--- src/rtl/bperm_pkg.sv ---
package bperm_pkg;

  typedef enum logic [1:0] {
    OP_EXTRACT = 2'd0,
    OP_DEPOSIT = 2'd1,
    OP_CFUGE   = 2'd2
  } bperm_op_e;

  // Codes 2 and 3 both select centrifuge
  function automatic bperm_op_e bperm_decode(input logic [1:0] sel);
    if (sel[1])      return OP_CFUGE;
    else if (sel[0]) return OP_DEPOSIT;
    else             return OP_EXTRACT;
  endfunction

endpackage

--- src/rtl/bperm_popcnt.sv ---
module bperm_popcnt #(
  parameter int W  = 64,
  localparam int CW = $clog2(W) + 1
) (
  input  logic [W-1:0]  vec,
  output logic [CW-1:0] cnt
);
  always_comb begin
    cnt = '0;
    for (int i = 0; i < W; i++) cnt = cnt + CW'(vec[i]);
  end
endmodule

--- src/rtl/bperm_seq.sv ---
module bperm_seq #(
  parameter int W  = 64,
  localparam int IW = $clog2(W)
) (
  input  logic          clk,
  input  logic          rst_n,
  input  logic          start,
  output logic          busy,
  output logic          done,
  output logic [IW-1:0] idx
);
  localparam logic [IW-1:0] LAST = IW'(W - 1);

  logic          busy_q, done_q;
  logic [IW-1:0] idx_q;

  always_ff @(posedge clk) begin
    if (!rst_n) begin
      busy_q <= 1'b0;
      done_q <= 1'b0;
      idx_q  <= '0;
    end else begin
      done_q <= 1'b0;
      if (start) begin
        busy_q <= 1'b1;
        idx_q  <= '0;
      end else if (busy_q) begin
        if (idx_q == LAST) begin
          busy_q <= 1'b0;
          done_q <= 1'b1;
        end
        idx_q <= idx_q + IW'(1);
      end
    end
  end

  assign busy = busy_q;
  assign done = done_q;
  assign idx  = idx_q;
endmodule

--- src/rtl/bperm_lane.sv ---
module bperm_lane
  import bperm_pkg::*;
#(
  parameter int W  = 64,
  localparam int IW = $clog2(W),
  localparam int PW = $clog2(W) + 1
) (
  input  logic          clk,
  input  logic          rst_n,
  input  logic          load,
  input  logic          step,
  input  bperm_op_e     op_in,
  input  logic [W-1:0]  src_in,
  input  logic [W-1:0]  mask_in,
  input  logic [PW-1:0] ones_in,
  input  logic [IW-1:0] idx,
  output logic [W-1:0]  result
);
  bperm_op_e     op_q;
  logic [W-1:0]  src_q, mask_q, res_q;
  logic [PW-1:0] lo_q, hi_q;
  logic          cur_bit, sel_bit;

  assign sel_bit = mask_q[0];
  assign cur_bit = src_q[0];

  always_ff @(posedge clk) begin
    if (!rst_n) begin
      op_q   <= OP_EXTRACT;
      src_q  <= '0;
      mask_q <= '0;
      res_q  <= '0;
      lo_q   <= '0;
      hi_q   <= '0;
    end else if (load) begin
      op_q   <= op_in;
      src_q  <= src_in;
      mask_q <= mask_in;
      res_q  <= '0;
      lo_q   <= '0;
      hi_q   <= ones_in;   // mask-0 bits start above all mask-1 bits
    end else if (step) begin
      mask_q <= mask_q >> 1;
      case (op_q)
        OP_DEPOSIT: begin
          // Source advances only when a mask-1 slot consumes a bit
          if (sel_bit) begin
            res_q[idx] <= cur_bit;
            src_q      <= src_q >> 1;
          end
        end
        OP_EXTRACT: begin
          src_q <= src_q >> 1;
          if (sel_bit) begin
            res_q[lo_q[IW-1:0]] <= cur_bit;
            lo_q <= lo_q + PW'(1);
          end
        end
        default: begin
          src_q <= src_q >> 1;
          if (sel_bit) begin
            res_q[lo_q[IW-1:0]] <= cur_bit;
            lo_q <= lo_q + PW'(1);
          end else begin
            res_q[hi_q[IW-1:0]] <= cur_bit;
            hi_q <= hi_q + PW'(1);
          end
        end
      endcase
    end
  end

  assign result = res_q;
endmodule

--- src/rtl/bperm_unit.sv ---
module bperm_unit
  import bperm_pkg::*;
#(
  parameter int W = 64
) (
  input  logic         clk,
  input  logic         rst_n,
  input  logic         op_valid,
  output logic         op_ready,
  input  logic [1:0]   op_sel,
  input  logic [W-1:0] src,
  input  logic [W-1:0] mask,
  output logic         busy,
  output logic         done,
  output logic [W-1:0] result
);
  localparam int IW = $clog2(W);
  localparam int PW = $clog2(W) + 1;

  logic          accept, busy_w;
  logic [IW-1:0] idx_w;
  logic [PW-1:0] ones_w;

  assign op_ready = ~busy_w;
  assign accept   = op_valid & ~busy_w;
  assign busy     = busy_w;

  bperm_popcnt #(.W(W)) u_pop (
    .vec (mask),
    .cnt (ones_w)
  );

  bperm_seq #(.W(W)) u_seq (
    .clk   (clk),
    .rst_n (rst_n),
    .start (accept),
    .busy  (busy_w),
    .done  (done),
    .idx   (idx_w)
  );

  bperm_lane #(.W(W)) u_lane (
    .clk     (clk),
    .rst_n   (rst_n),
    .load    (accept),
    .step    (busy_w),
    .op_in   (bperm_decode(op_sel)),
    .src_in  (src),
    .mask_in (mask),
    .ones_in (ones_w),
    .idx     (idx_w),
    .result  (result)
  );
endmodule

--- config.mk ---
export PLATFORM = sky130hd
export DESIGN_NAME = bperm_unit
export DESIGN_NICKNAME = d
export VERILOG_FILES = /design/src/rtl/bperm_pkg.sv /design/src/rtl/bperm_popcnt.sv /design/src/rtl/bperm_seq.sv /design/src/rtl/bperm_lane.sv /design/src/rtl/bperm_unit.sv
export SDC_FILE = /design/constraint.sdc
export NUM_CORES = 1
export LEC_CHECK = 0
export BUFFER_PORTS_ARGS = -buffer_cell sky130_fd_sc_hd__buf_4
export CAP_MARGIN = 10
export CELL_PAD_IN_SITES_DETAIL_PLACEMENT = 1
export CELL_PAD_IN_SITES_GLOBAL_PLACEMENT = 1
export CORE_ASPECT_RATIO = 0.8
export CORE_MARGIN = 5
export CORE_UTILIZATION = 48
export CTS_CLUSTER_DIAMETER = 80
export DETAILED_ROUTE_END_ITERATION = 8
export GPL_ROUTABILITY_DRIVEN = 0
export PLACE_DENSITY = 0.87
export SYNTH_ARGS = -nofsm -noshare
export SYNTH_HDL_FRONTEND = slang
export SYNTH_SLANG_ARGS = --single-unit
--- constraint.sdc ---
create_clock -name clk -period 15.3 [get_ports clk]
set_input_delay 3.06 -clock clk [delete_from_list [all_inputs] [get_ports clk]]
set_output_delay 3.06 -clock clk [all_outputs]
set_load 0.02 [all_outputs]
==> results.tsv <==
metric	value	unit
outcome	finished, final reports clean	
most used cell, CP	fa_1	
synthesized instance count	1818	
nets	2065	
layout cell share with drive strength beyond 1	0.173	
Post-CTS Setup Bufs	0	
Area growth, synth to finish	14.2	%
share of the yosys chip area belonging to registers	0.275	
Syn Area/Cell	8.56	um2
count of standard-cell rows	59	
setup repair after global routing missed its margin	false	
final period utilization	0.574	
CP max stage delay	0.60	ns
number of antenna violations at the first check in global routing	0	
final core occ	0.551	
maximum number of pins on one net before global-route repair	127	
power per unit of standard cell area	162	mW/mm2
Syn. warnings	0	
number of max-cap violations	0	
post-route ant nets	0	
HPWL after DPL	37700	um
endpoint type of the worst setup path	flip-flop	
via-per-instance ratio	6.62	
Max Transition Viols Final	0	
category of cells accounting for the largest share of critical-path delay	adder cells	
Clock Skew	0.0113	ns
critical path data required time	15.77	ns
Cell variety after synth	80	
global-route usage over all layers	0.306	
final hold violations	0	
# diodes	0	
floorplan die area	0.0361	mm2
CTS tree	yes	
CTS Buffer Depth	3	
port bufs	199	
H-tree depth	1	
Finish-stage setup viols	0	
clock slew seen by the registers of the worst setup and hold paths	0.06	ns
primary flip-flop cell chosen by synthesis mapping	dfxtp_1	
number of hold buffers added after CTS	0	
timing-limited maximum frequency	114	MHz
proportion of register bits with asynchronous set or reset after synthesis	0	
insertion delay to the later sink of the worst-skew pair	0.55	ns
Routed WL	57100	um
Pre-antenna DRT Iters	8	
arrival time of the worst setup path	9.25	ns
critical-path cell with the highest stage delay	fa_1	
first-pass GRT wire length	89500	um
sink count of the clock tree	214	
overflow left after global routing	0	
Starting Density	0.482	
boundary pin count	200	
Routed WL per cell	24.7	um
number of synthesized flops with an enable pin	0	
final critical-path required period	8.78	ns
Worst Hold Margin	0.483	ns
HP Class	reg2reg	
cell at the root of the clock tree	clkbuf_16	
vias after detailed routing	15300	
remaining max-slew budget at the tightest pin	0.164	
remaining routing DRC violations	0	
number of flip-flops and latches in the synthesized netlist	214	
leakage	0.00933	uW
Crit Path Category	in2reg	
number of global-route vias before repair	15700	
worst ir drop on vdd	0.382	mV
Die Y-Extent	171	um
cell-by-cell listing of the critical path	buf_4 > ha_1 > inv_1 > fa_1 > fa_1 > fa_1 > fa_1 > fa_1 > fa_1 > fa_1 > fa_1 > inv_1 > fa_1 > fa_1 > a21o_1 > a21oi_1 > xnor2_1 > nand3_1 > o21ai_0	
Worst Tran Pin Value	1.25	ns
post-synthesis instance area	0.0156	mm2
Gates resized, CTS repair	0	
net count after synthesis	2021	
worst-path maximum fanout	2	
core box area	0.0323	mm2
count of buffer and inverter cells on the critical path	3	
Die W	211	um
number of CTS-inserted buffers	26	
Worst Setup Start Kind	input pin	
initial DRC count	1626	
Setup TNS Final	0	ns
[power breakdown]
group | internal, uW | leakage (uW) | switching [uW]
clock network | 382 | 0.000440 | 261
registers | 601 | 0.00176 | 42.4
logic | 671 | 0.00713 | 912
total | 1650 | 0.00933 | 1220
[worst register-to-register path, cell delays in order, from the launching register on]
cell and delay, ns:
dfxtp_1 1.01, inv_1 0.35, a31oi_4 0.28, buf_4 0.86, nand3_1 0.36, o211a_1 0.21
[metrics by stage]
stage	cell area, um2	cells	power [uW]	setup slack, ns
CTS	17800	2309	2850	6.56
detailed placement	16900	2261	2170	5.98
global route	17800	2309	3060	6.29
global placement	16900	2261	2000	6.25
floorplan	15600	1818	1720	6.62
finish	17800	2309	2870	6.52
[final timing paths]
kind / start / to / slack, ns / cells after the start
worst min register to register: u_lane.mask_q[34] / u_lane.mask_q[33] / 0.48 / 1
worst max register to register: u_lane.mask_q[0] / u_lane.src_q[7] / 12.13 / 5
worst max-delay path: mask[0] / u_lane.hi_q[4] / 6.52 / 19
worst min-delay path: u_lane.mask_q[34] / u_lane.mask_q[33] / 0.48 / 1
[routing by layer]
layer | track usage | wire length [um] | part of all wire | vias to the layer above
met5 | 0 | 0 | 0 | -
met4 | 0.127 | 2580 | 0.045 | 0
met3 | 0.0788 | 5350 | 0.094 | 217
met2 | 0.486 | 25700 | 0.45 | 796
met1 | 0.400 | 23400 | 0.41 | 7518
li1 | - | - | - | 6749
[logic make-up (layout without fill, tap and decap cells)]
logic type	after synthesis	count (layout)	synth area share
flip-flops	214	214	0.275
AO/OA/AOI/OAI	485	485	0.259
AND/OR/NAND/NOR	598	598	0.203
multiplexers	131	131	0.0846
adder cells (fa/ha/maj)	70	70	0.0824
buffers and inverters	303	367	0.0857
XOR/XNOR	17	17	0.00957
[cell usage in the layout (no fill, tap or decap), types with 11 or more instances in the layout]
master,instances
nand2_1,367
buf_4,223
dfxtp_1,212
o211a_1,185
mux2i_1,127
inv_1,95
nand3_1,73
a22oi_1,62
o22ai_1,60
a32oi_1,59
o211ai_1,58
fa_1,54
clkbuf_16,26
nor2_1,21
o21ai_0,20
a21oi_1,16
ha_1,16
and4bb_2,13
and4b_1,12
clkinv_2,11
[synthesized netlist by cell type, types with 8 or more instances]
library cell / n / area (um2)
o21ai_0: 20 / 100
nor2_1: 22 / 82.6
xor2_1: 8 / 70.1
nand3_1: 73 / 365
nand4_1: 10 / 62.6
dfxtp_1: 214 / 4280
nand2_1: 369 / 1390
ha_1: 16 / 200
xnor2_1: 9 / 78.8
o211a_1: 185 / 1850
a22oi_1: 62 / 465
o22ai_1: 60 / 375
clkbuf_1: 103 / 387
buf_4: 10 / 75.1
o211ai_1: 58 / 435
a21oi_1: 16 / 80.1
a32oi_1: 59 / 517
nand4bb_1: 8 / 90.1
buf_1: 12 / 45.0
mux2i_1: 127 / 1270
buf_2: 71 / 355
fa_1: 54 / 1080
and4b_1: 12 / 120
and4bb_2: 13 / 163
inv_1: 96 / 360
[area by class of cell]
| cell class | count | area, um2 |
|---|---|---|
| fillers | 3784 | 14500 |
| clock inverters | 16 | 171 |
| repair buffers | 223 | 1670 |
| clock buffers | 32 | 713 |
| flip-flops and latches | 214 | 4290 |
| well taps | 427 | 534 |
| multi-input cells | 1301 | 10000 |
| inverters | 96 | 362 |
Power figures use the tool's default switching activity.
